`src/rtl/serdac_pkg.sv`:
```
package serdac_pkg;
  localparam int CODE_BITS = 6;

  typedef struct packed {
    logic level;
    logic rose;
    logic fell;
  } sync_sig_t;
endpackage

```
`src/rtl/serdac_sync.sv`:
```
module serdac_sync
  import serdac_pkg::*;
#(
  parameter int   STAGES  = 2,
  parameter logic RST_VAL = 1'b0
) (
  input  logic      clk,
  input  logic      rst,
  input  logic      din,
  output sync_sig_t q
);
  logic [STAGES:0] pipe;

  always_ff @(posedge clk) begin
    if (rst) pipe <= {(STAGES+1){RST_VAL}};
    else     pipe <= {pipe[STAGES-1:0], din};
  end

  always_comb begin
    q.level = pipe[STAGES-1];
    q.rose  = pipe[STAGES-1] & ~pipe[STAGES];
    q.fell  = ~pipe[STAGES-1] & pipe[STAGES];
  end
endmodule

```
`src/rtl/serdac_chain.sv`:
```
module serdac_chain #(
  parameter int TOT_BITS = 36
) (
  input  logic                clk,
  input  logic                rst,
  input  logic                shift_en,
  input  logic                bit_in,
  output logic [TOT_BITS-1:0] chain
);
  always_ff @(posedge clk) begin
    if (rst)           chain <= '0;
    else if (shift_en) chain <= {chain[TOT_BITS-2:0], bit_in};
  end
endmodule

```
`src/rtl/serdac_latch.sv`:
```
module serdac_latch #(
  parameter int NUM_CH = 6,
  parameter int CODE_W = 6
) (
  input  logic                           clk,
  input  logic                           rst,
  input  logic                           commit,
  input  logic [NUM_CH*CODE_W-1:0]       chain,
  output logic [NUM_CH-1:0][CODE_W-1:0]  codes
);
  for (genvar c = 0; c < NUM_CH; c++) begin : g_ch
    always_ff @(posedge clk) begin
      if (rst)         codes[c] <= '0;
      else if (commit) codes[c] <= chain[c*CODE_W +: CODE_W];
    end
  end
endmodule

```
`src/rtl/serdac_loader.sv`:
```
module serdac_loader
  import serdac_pkg::*;
#(
  parameter int NUM_CH      = 6,
  parameter int CODE_W      = CODE_BITS,
  parameter int SYNC_STAGES = 2
) (
  input  logic                        clk,
  input  logic                        rst,
  input  logic                        sclk_in,
  input  logic                        sdata_in,
  input  logic                        load_n_in,
  output logic                        ser_out,
  output logic [NUM_CH*CODE_W-1:0]    ch_code
);
  localparam int TOT_BITS = NUM_CH * CODE_W;

  sync_sig_t sclk_s, sdata_s, load_s;
  logic shift_en, commit;
  logic [TOT_BITS-1:0] chain;
  logic [NUM_CH-1:0][CODE_W-1:0] codes;

  serdac_sync #(.STAGES(SYNC_STAGES), .RST_VAL(1'b1)) u_sclk (
    .clk(clk), .rst(rst), .din(sclk_in), .q(sclk_s));
  serdac_sync #(.STAGES(SYNC_STAGES), .RST_VAL(1'b0)) u_sdata (
    .clk(clk), .rst(rst), .din(sdata_in), .q(sdata_s));
  serdac_sync #(.STAGES(SYNC_STAGES), .RST_VAL(1'b1)) u_load (
    .clk(clk), .rst(rst), .din(load_n_in), .q(load_s));

  // accept a bit only on a falling shift edge inside an open window
  assign shift_en = sclk_s.fell & ~load_s.level;
  assign commit   = load_s.rose;

  serdac_chain #(.TOT_BITS(TOT_BITS)) u_chain (
    .clk(clk), .rst(rst), .shift_en(shift_en),
    .bit_in(sdata_s.level), .chain(chain));

  serdac_latch #(.NUM_CH(NUM_CH), .CODE_W(CODE_W)) u_latch (
    .clk(clk), .rst(rst), .commit(commit), .chain(chain), .codes(codes));

  assign ser_out = chain[TOT_BITS-1];
  assign ch_code = codes;
endmodule

```
`config.mk`:
```
export PLATFORM = sky130hd
export DESIGN_NAME = serdac_loader
export DESIGN_NICKNAME = d
export VERILOG_FILES = /design/src/rtl/serdac_pkg.sv /design/src/rtl/serdac_sync.sv /design/src/rtl/serdac_chain.sv /design/src/rtl/serdac_latch.sv /design/src/rtl/serdac_loader.sv
export SDC_FILE = /design/constraint.sdc
export NUM_CORES = 1
export LEC_CHECK = 0
export BUFFER_PORTS_ARGS = -buffer_cell sky130_fd_sc_hd__buf_2
export CORE_MARGIN = 8
export CORE_UTILIZATION = 56
export CTS_CLUSTER_DIAMETER = 100
export DETAILED_ROUTE_END_ITERATION = 10
export PLACE_DENSITY = 0.83
export SETUP_SLACK_MARGIN = 0.2
export SLEW_MARGIN = 30
export SYNTH_ARGS = -nofsm -noshare
export SYNTH_HDL_FRONTEND = slang
export SYNTH_HIERARCHICAL = 1
export SYNTH_SLANG_ARGS = --single-unit
```
`constraint.sdc`:
```
create_clock -name clk -period 1.5 [get_ports clk]
set_input_delay 0.075 -clock clk [delete_from_list [all_inputs] [get_ports clk]]
set_output_delay 0.075 -clock clk [all_outputs]
set_load 0.01 [all_outputs]
```
* Word level (Yosys, flattened, before mapping)
Index checks and enable logic that the tools add are counted.
Widths: inputs -> output; s select.
** Word-level totals
- Flip-flop bits (word level) :: 80
- Output and inout port bits :: 37
- Word-level logic and storage cells :: 16
** Operators by class
- Bitwise logic cells :: 6
** Operators by type and width (number)
- $and 1x1->1 :: 3
- $not 1->1 :: 3

* Longest topological paths before layout
Gate-level depths: netlist of the first run.
- Depth after elaboration :: 3
- Mapped depth :: 6

* Modules after synthesis
Netlist of the first run, hierarchy kept.
** Modules (own cells, without submodules)
- serdac_chain :: instances 1, cells an instance 116, area each 1306.3 µm², sequential area each 720.7 µm²
- serdac_latch :: instances 1, cells an instance 116, area each 1306.3 µm², sequential area each 720.7 µm²
- serdac_sync at u_load ... :: instances 2, cells an instance 9, area each 100.1 µm², sequential area each 60.1 µm²
- serdac_sync at u_sdata :: instances 1, cells an instance 9, area each 98.8 µm², sequential area each 60.1 µm²
- serdac_loader :: instances 1, cells an instance 1, area each 13.8 µm², sequential area each 0.0 µm²

* Worst setup path after synthesis of the first run
No wires, ideal clock.
- Kind :: flip-flop to flip-flop
- Start point :: reg u_sclk.pipe[1]
- End point :: reg u_chain.chain[10]
- Arrival time :: 1.117 ns
- Data required time :: 1.383 ns
- Slack :: 0.266 ns
- Cell stages (with the launch flop) :: 7
- Path buffers :: 2
- Period minus slack after synthesis :: 1.234 ns
- Cells stage by stage :: dfxtp_1 > and2b_1 > nor2b_4 > buf_6 > buf_12 > mux2i_1 > nor2_1
** RTL lines
- from (decl) :: RTL line serdac_sync.sv:12 : logic [STAGES:0] pipe;
- from (signal assigned) :: RTL line serdac_sync.sv:15 : if (rst) pipe <= {(STAGES+1){RST_VAL}};
- from (signal assigned) :: RTL line serdac_sync.sv:16 : else pipe <= {pipe[STAGES-1:0], din};
- to (signal assigned) :: RTL line serdac_chain.sv:12 : else if (shift_en) chain <= {chain[TOT_BITS-2:0], bit_in};
- to (decl) :: RTL line serdac_chain.sv:8 : output logic [TOT_BITS-1:0] chain

==> flow_summary.toml, run 1 <==
[power_and_ir_drop]
cellInternalPower_mw = 2.84
p_clk_frac = 0.377
p_leak_nw = 1.33
p_comb_frac = 0.029
vdd_drop_max_mv = 0.692
p_sw_frac = 0.210
switchingPower_uw = 755
p_seq_frac = 0.594
p_per_area_mw_per_mm2 = 1050

[grt]
gr-total-overflow = 0
grt_pass1_wl_um = 8140
track_usage = 0.134
grt_start_max_net_pins = 45
first_global_vias = 1804
antenna_found_initial = 0

[floorplanning]
core_mm2 = 0.00501
start_util = 0.572
num_io_pins = 42
dieArea_mm2 = 0.00766
rows = 26
die_w_um = 87.5
die_height_um = 87.5

[detailed_routing]
ant_nets = 0
routed_wl_um = 5580
vias = 1879
viasPerCell = 4.98
drc = 0
wl_per_cell_um = 14.8
drt_iter0_drc = 126
drt_pass1_iterations = 4

[place]
io_buffers = 41
place_congestion = 0.706
post-place-ws_ns = 0.227
dp_hpwl_um = 3120

[clocking]
clk_path_buf_depth = 2
worst_skew_pair.late_latency_ns = 0.34
ctsRootBufferMaster = "clkbuf_8"
path_clk_slew_ns = 0.08
clkSinkCount = 80
h-tree-depth = 3
cts_inserted_buffers = 9
cts_tree = "done"

[worst_hold_path]
hold_start = "u_load/pipe[0]"
hold_path_class = "flip-flop to flip-flop"
holdPathStages = 1

[timing]
worst_pin_slew_ns = 0.438
fin_skew_ns = 0.00588
slew_headroom = 0.708
fin_crit_ns = 1.46
drv_slew = 0
finalHoldViolCount = 0
rsz0062_at_grt = "true"
setup_viol = 0
fmax_mhz = 683
layout_setup_ws_ns = 0.0364
finalCritPeriodShare = 0.976

[worst_setup_path]
slowest_stage = "dfxtp_2"
path_buf_inv = 2
startpoint = "u_sclk/pipe[1]"
crit_fanout = 6
end_kind = "flip-flop"
r2r-start = "u_sclk/pipe[1]"
reg2reg_depth = 6
crit_cells = 6
critPathMaxStageDelay_ns = 0.32
cp-start-kind = "flip-flop"
critPathKind = "flip-flop to flip-flop"
critPathTopFamily = "simple AND/OR/NAND/NOR gates"
worstPathRequired_ns = 1.72
worstPathCellList = "and2b_1 -> nor2b_4 -> buf_12 -> clkbuf_16 -> mux2i_1 -> nor2_1"
cp.arrival_ns = 1.68

[finish]
final_util = 0.682
final_nets = 310
area_growth_pct = 19.2
drive_above_1_share = 0.235
diodes = 0

[run_status]
status = "complete, no violations"

[synth]
synth.avg_cell_area_um2 = 11.3
yosysWarnings = 6
synth_cells = 253
netlist_area_mm2 = 0.00287
syn-num-nets = 258

[flow_run]
maxCapViolCount = 0
==> final timing paths <==
| check | endpoint | slack (ns) |
|---|---|---|
| hold / removal | u_load/pipe[1] | 0.41 |
| hold reg to reg | u_load/pipe[1] | 0.41 |
| setup reg to reg | u_chain/chain[17] | 0.04 |
| setup / recovery | u_chain/chain[17] | 0.04 |
==> stage by stage <==
stage          TNS [ns]  hold WS (ns)  cell area (um2)  total power, mW  cells
3_3_place_gp          0         0.258             3040             2.26    352
2_1_floorplan         0         0.147             2870             2.26    253
3_5_place_dp          0         0.261             3040             2.27    352
4_1_cts               0         0.411             3250             3.61    370
6_report              0         0.407             3410             3.60    377
5_1_grt        -0.00771         0.432             3410             3.71    377
==> routing by layer <==
layer / vias up / wire length (um) / GRT usage
met5: - / 0 / 0
li1: 929 / - / -
met1: 895 / 2590 / 0.157
met4: 0 / 125 / 0.0656
met3: 12 / 270 / 0.0516
met2: 43 / 2590 / 0.210
==> sequential cells by signal (all words and copies together) (netlist names) <==
register and cells:
u_latch/codes 36, u_chain/chain 36, u_sclk/pipe 3, u_sdata/pipe 2, u_load/pipe 3
==> layout make-up <==
cell class                 instances  area (um2)
sequential                        80        1600
fill                             391        1600
tap                               70        87.6
clock inverter                     1        5.00
clock buffer                      12         155
timing repair buffer              59         479
multi-input combinational        155        1080
==> layout by cell type (no fill, tap or decap), drive strengths merged <==
master       instances
clkbuf              16
clkinv               1
nor2                72
dlygate4sd3          5
or2                  6
nor2b                4
mux2i               72
and2b                1
dfxtp               80
buf                 50
==> power groups by stage <==
stage,Clock (mW),Combinational [mW],Sequential (mW)
2_1_floorplan,0,0.0766,2.18
3_3_place_gp,0,0.0808,2.18
3_5_place_dp,0,0.0810,2.18
4_1_cts,1.38,0.0907,2.14
5_1_grt,1.46,0.111,2.14
6_report,1.36,0.104,2.14
==> repair_timing <==
item                                    4_1_cts  5_1_grt
setup buffers                                 0        2
hold buffers                                  5        0
gates resized for setup                       0        8
endpoints found under the hold margin         4        0
endpoints found under the setup margin        0       63
Power figures use the tool's default switching activity.
==> inputs of run 2 (changes only) <==
--- a/config.mk
+++ b/config.mk
@@ -10,7 +10,7 @@
 export CORE_UTILIZATION = 56
 export CTS_CLUSTER_DIAMETER = 100
 export DETAILED_ROUTE_END_ITERATION = 10
-export PLACE_DENSITY = 0.83
+export PLACE_DENSITY_LB_ADDON = 0.05
 export SETUP_SLACK_MARGIN = 0.2
 export SLEW_MARGIN = 30
 export SYNTH_ARGS = -nofsm -noshare
==> run 2 against run 1 <==
  * Non-clock buffer count is 6 lower
  * Critical path depth is 1 lower
  * Combinational power hardly changed
  * Total power is 11% higher
  * Design area is 1.6% lower
  * Via count is 6.2% lower
  * Final cell count is 0.80% lower
  * Wire length is 14% lower
  * Register-to-register slack better by 0.20 ns
==> flow_summary.toml, run 2 (synthesis results as in run 1) <==
[timing]
hold-worst-slack_ns = 0.201
finalCritPeriodShare = 0.842
rsz0062_at_grt = "true"
fmax_mhz = 792
fin_crit_ns = 1.26
slew_headroom = 0.650
worst_pin_slew_ns = 0.525
fin_skew_ns = 0.00903
fin_setup_tns_ns = 0
drv_slew = 0
setup_viol = 0
finalHoldViolCount = 0

[power_and_ir_drop]
p_leak_nw = 1.31
p_seq_frac = 0.533
switchingPower_uw = 752
p_clk_frac = 0.442
cellInternalPower_mw = 3.25
p_per_area_mw_per_mm2 = 1190
p_sw_frac = 0.188
vdd_drop_max_mv = 0.674
p_comb_frac = 0.025

[floorplanning]
rows = 26
start_util = 0.572
die_w_um = 87.5
num_io_pins = 42
dieArea_mm2 = 0.00766
die_height_um = 87.5
core_mm2 = 0.00501

[worst_setup_path]
slowest_stage = "dfxtp_1"
critPathKind = "flip-flop to flip-flop"
worstPathCellList = "and2b_1 -> nor2b_4 -> buf_12 -> mux2i_1 -> nor2_1"
rrSetupSlack_ns = 0.24
worstPathRequired_ns = 1.71
cp.arrival_ns = 1.47
crit_fanout = 25
critPathMaxStageDelay_ns = 0.30
end_kind = "flip-flop"
cp-start-kind = "flip-flop"
reg2reg_depth = 5

[place]
dp_hpwl_um = 3060
place_congestion = 0.712
post-place-cells = 354
io_buffers = 41
dpl_cell_area_mm2 = 0.00307

[grt]
top_usage_layer = "met2"
grt_start_max_net_pins = 31
track_usage = 0.130
met2_usage = 0.194
grtUsageMet3 = 0.0366
antenna_found_initial = 0
grt_use_met1 = 0.159
gr-total-overflow = 0
first_global_vias = 1758
grt_pass1_wl_um = 7800

[detailed_routing]
ant_nets = 0
drt_iter0_drc = 76
wl_per_cell_um = 12.8
viasPerCell = 4.71
vias = 1762
drt_pass1_iterations = 4
drc = 0
routed_wl_um = 4800

[run_status]
status = "complete, no violations"

[clocking]
cts_tree = "done"
clkSinkCount = 80
path_clk_slew_ns = 0.08
ctsRootBufferMaster = "clkbuf_8"
h-tree-depth = 3
worst_skew_pair.late_latency_ns = 0.33
clk_path_buf_depth = 2
cts_inserted_buffers = 9

[finish]
final_nets = 304
largest_registers = "u_chain/chain x36, u_latch/codes x36"
layout.cells.non_filler = 374
final_common_cell = "dfxtp_1"
most-common-layout-cells = "79 x dfxtp_1, 72 x mux2i_1, 72 x nor2_1, 41 x buf_2, 12 x clkbuf_8"
diodes = 0
drive_above_1_share = 0.220
area_growth_pct = 17.3
stdcell_area_mm2 = 0.00336

[worst_hold_path]
hold_path_class = "primary input to flip-flop"
holdPathStages = 2

[flow_run]
maxCapViolCount = 0
==> run 2: cell count changes in the layout (fill, tap and decap cells not counted), moves of 2 or more <==
cell | before | now
buf_4 | 2 | 4
buf_6 | 3 | 1
bufinv_16 | 0 | 2
clkbuf_16 | 4 | 1
dlygate4sd3_1 | 5 | 3
mux2i_1 | 70 | 72
mux2i_2 | 2 | 0
==> run 2: final cells by class <==
| cell class | instances | area, um2 |
|---|---|---|
| Clock buffer | 14 | 173 |
| Clock inverter | 2 | 60.1 |
| Fill cell | 418 | 1650 |
| Multi-Input combinational cell | 155 | 1080 |
| Sequential cell | 80 | 1600 |
| Tap cell | 70 | 87.6 |
| Timing Repair Buffer | 53 | 362 |
==> run 2: worst paths after layout <==
path | from | endpoint
setup / recovery | u_sclk/pipe[1] | u_chain/chain[23]
hold / removal | rst | u_chain/chain[30]
setup reg to reg | u_sclk/pipe[1] | u_chain/chain[23]
hold reg to reg | u_load/pipe[0] | u_load/pipe[1]
==> run 2: repair_timing <==
| action | in CTS | in global routing |
|---|---|---|
| gates resized for setup | 0 | 2 |
| buffers inserted | 0 | 0 |
| hold buffers | 3 | 0 |
| hold endpoints to repair | 3 | 0 |
| setup endpoints to repair | 0 | 28 |
==> run 2: per-stage QoR <==
stage               total power, mW  utilization  setup slack, ns
detailed placement             2.28        0.612            0.229
global route                   4.16        0.671            0.152
finish                         4.01        0.671            0.237
floorplan                      2.26            -            0.288
global placement               2.28        0.612            0.255
CTS                            4.04        0.665            0.229
==> run 2: critical path, delay by kind of cell (launching register included) <==
family / cells / cell delay [ns]
muxes: 1 / 0.22
DFF: 1 / 0.30
and+or+nand+nor: 3 / 0.39
buffers and inverters: 1 / 0.21
==> run 2: metal layers <==
layer  part of all wire  vias to the layer above
met1               0.50                      798
li1                   -                      921
met3              0.048                       11
met5                  0                        -
met2               0.42                       32
met4              0.027                        0
==> run 2: power by group through the flow <==
stage | clock [mW] | sequential, mW | combinational [mW]
after detailed placement | 0 | 2.18 | 0.0914
after CTS | 1.81 | 2.13 | 0.0973
after global placement | 0 | 2.18 | 0.0911
final | 1.77 | 2.13 | 0.101
after global routing | 1.92 | 2.14 | 0.109
after floorplan | 0 | 2.18 | 0.0766
==> inputs of run 3 (changes only) <==
--- a/config.mk
+++ b/config.mk
@@ -5,9 +5,10 @@
 export SDC_FILE = /design/constraint.sdc
 export NUM_CORES = 1
 export LEC_CHECK = 0
+export ABC_AREA = 1
 export BUFFER_PORTS_ARGS = -buffer_cell sky130_fd_sc_hd__buf_2
 export CORE_MARGIN = 8
-export CORE_UTILIZATION = 56
+export CORE_UTILIZATION = 52
 export CTS_CLUSTER_DIAMETER = 100
 export DETAILED_ROUTE_END_ITERATION = 10
 export PLACE_DENSITY_LB_ADDON = 0.05
==> constraint.sdc (replaced) <==
create_clock -name clk -period 1 [get_ports clk]
set_input_delay 0.05 -clock clk [delete_from_list [all_inputs] [get_ports clk]]
set_output_delay 0.05 -clock clk [all_outputs]
set_load 0.01 [all_outputs]
==> run 3 against run 2 <==
  * The run now ends with setup timing left
  * Design area increased by 59%
  * Utilization increased by 13 points
  * Clock skew increased by 0.0018 ns
  * Sequential power increased by 55%
  * First-iteration DRC count decreased by 14%
  * Sequential share of layout area decreased by 16 points
  * Critical endpoint is now u_chain/chain[22]
==> flow_summary.toml, run 3 <==
[run_status]
status = "finished with violations"
violations = "setup timing"

[timing]
finalHoldViolCount = 0
layout_setup_ws_ns = -0.196
rsz0062_at_grt = "true"
fmax_mhz = 836
setup_viol = 72
worst_pin_slew_ns = 0.372
slew_headroom = 0.752
fin_skew_ns = 0.0108
fin_crit_ns = 1.20
drv_slew = 0
finalCritPeriodShare = 1.20

[finish]
area_growth_pct = 50.7
drive_above_1_share = 0.516
final_nets = 583
n_fill_cell = 442
largest_registers = "u_chain/chain x36, u_latch/codes x36"
most-common-layout-cells = "83 x inv_1, 82 x nand2_1, 72 x nor2_1, 62 x nand2_2, 42 x buf_6"
final_util = 0.799
diodes = 0
final_common_cell = "inv_1"
seq_area_mm2 = 0.00167
multi_input_area_mm2 = 0.00170

[detailed_routing]
drt_iter0_drc = 65
drc = 0
ant_nets = 0
drt_pass1_iterations = 4
vias = 2994
routed_wl_um = 8250
viasPerCell = 4.52
wl_per_cell_um = 12.4

[worst_setup_path]
critPathKind = "flip-flop to flip-flop"
end_kind = "flip-flop"
worstPathRequired_ns = 1.26
cp-start-kind = "flip-flop"
crit_fanout = 10
cp.arrival_ns = 1.45

[place]
dp_hpwl_um = 3680
io_buffers = 41
place_congestion = 0.723

[flow_run]
maxCapViolCount = 0

[floorplanning]
dieArea_mm2 = 0.00971
num_io_pins = 42
die_height_um = 98.5
rows = 30
core_mm2 = 0.00668
die_w_um = 98.5
start_util = 0.530

[synth]
yosysWarnings = 6
synth.avg_cell_area_um2 = 7.24
syn-num-nets = 494
netlist_area_mm2 = 0.00354
synth_cells = 489

[clocking]
path_clk_slew_ns = 0.09
h-tree-depth = 3
ctsRootBufferMaster = "clkbuf_8"
cts_tree = "done"
clk_path_buf_depth = 2
cts_inserted_buffers = 9
clkSinkCount = 80
worst_skew_pair.late_latency_ns = 0.35

[power_and_ir_drop]
p_per_area_mw_per_mm2 = 1360
p_total_mw = 7.24
vdd_drop_max_mv = 1.08
p_leak_nw = 2.21

[worst_hold_path]
hold_path_class = "primary input to flip-flop"

[grt]
track_usage = 0.158
antenna_found_initial = 0
gr-total-overflow = 0
grt_start_max_net_pins = 37
first_global_vias = 2730
grt_pass1_wl_um = 12400
==> run 3: cell types whose count changed in the layout (fill, tap and decap cells not counted), sizes merged <==
cell,change
nor2,+77
buf,+46
mux2i,-72
or2,-6
and2b,-1
nand2,+150
nor2b,-4
inv,+86
clkinv,+2
bufinv,+2
clkbuf,-2
dlygate4sd3,+1
==> run 3: worst paths after layout <==
kind,endpoint,cells past startpoint,slack (ns),startpoint
setup / recovery,u_chain/chain[22],8,-0.20,u_sclk/pipe[1]
hold / removal,u_sclk/pipe[2],3,0.02,rst
setup reg to reg,u_chain/chain[22],8,-0.20,u_sclk/pipe[1]
hold reg to reg,u_load/pipe[1],2,0.41,u_load/pipe[0]
==> run 3: power breakdown <==
part,internal [mW],switching (mW)
Combinational,0.393,0.368
Clock,1.97,1.19
Sequential,3.26,0.0577
Total,5.62,1.62
==> run 3: layout make-up <==
type	instances	share of cell area
multi-input cells	299	0.319
flip-flops and latches	80	0.313
repair buffers	102	0.238
inverters	86	0.0614
clock buffers	10	0.0258
clock inverters	6	0.0244
well taps	80	0.0188
==> run 3: per-layer routing <==
metal / part of all wire / GRT usage
met1: 0.44 / 0.176
met5: 0 / 0
met2: 0.51 / 0.275
met3: 0.036 / 0.0409
met4: 0.013 / 0.0708
==> run 3: worst max-delay path: stages (launching register included) <==
cell,delay (ns)
dfxtp_1,0.33
nor2_1,0.10
inv_1,0.07
nor2_4,0.10
buf_12,0.17
buf_12,0.15
nand2_1,0.07
nand2_1,0.08
nor2_2,0.03
==> run 3: what timing repair did <==
action                                 in CTS  in global routing
pin swaps                                  41                 51
hold buffers                                4                  0
endpoints found under the hold margin       4                  0
buffers inserted                           25                 12
setup endpoints to repair                 109                109
gates cloned                                7                  4
resized for setup                         128                 75
==> run 3: per-stage QoR <==
stage / std cells / setup TNS [ns] / area, um2 / hold slack (ns) / setup slack (ns)
after global routing: 663 / -14.44 / 5340 / 0.0444 / -0.248
final: 663 / -10.55 / 5340 / 0.0206 / -0.196
after detailed placement: 595 / -8.52 / 3730 / 0.230 / -0.159
after floorplan: 489 / -2.36 / 3550 / 0.121 / -0.0717
after global placement: 595 / -8.08 / 3730 / 0.226 / -0.143
after CTS: 647 / -8.26 / 4890 / 0.0189 / -0.170
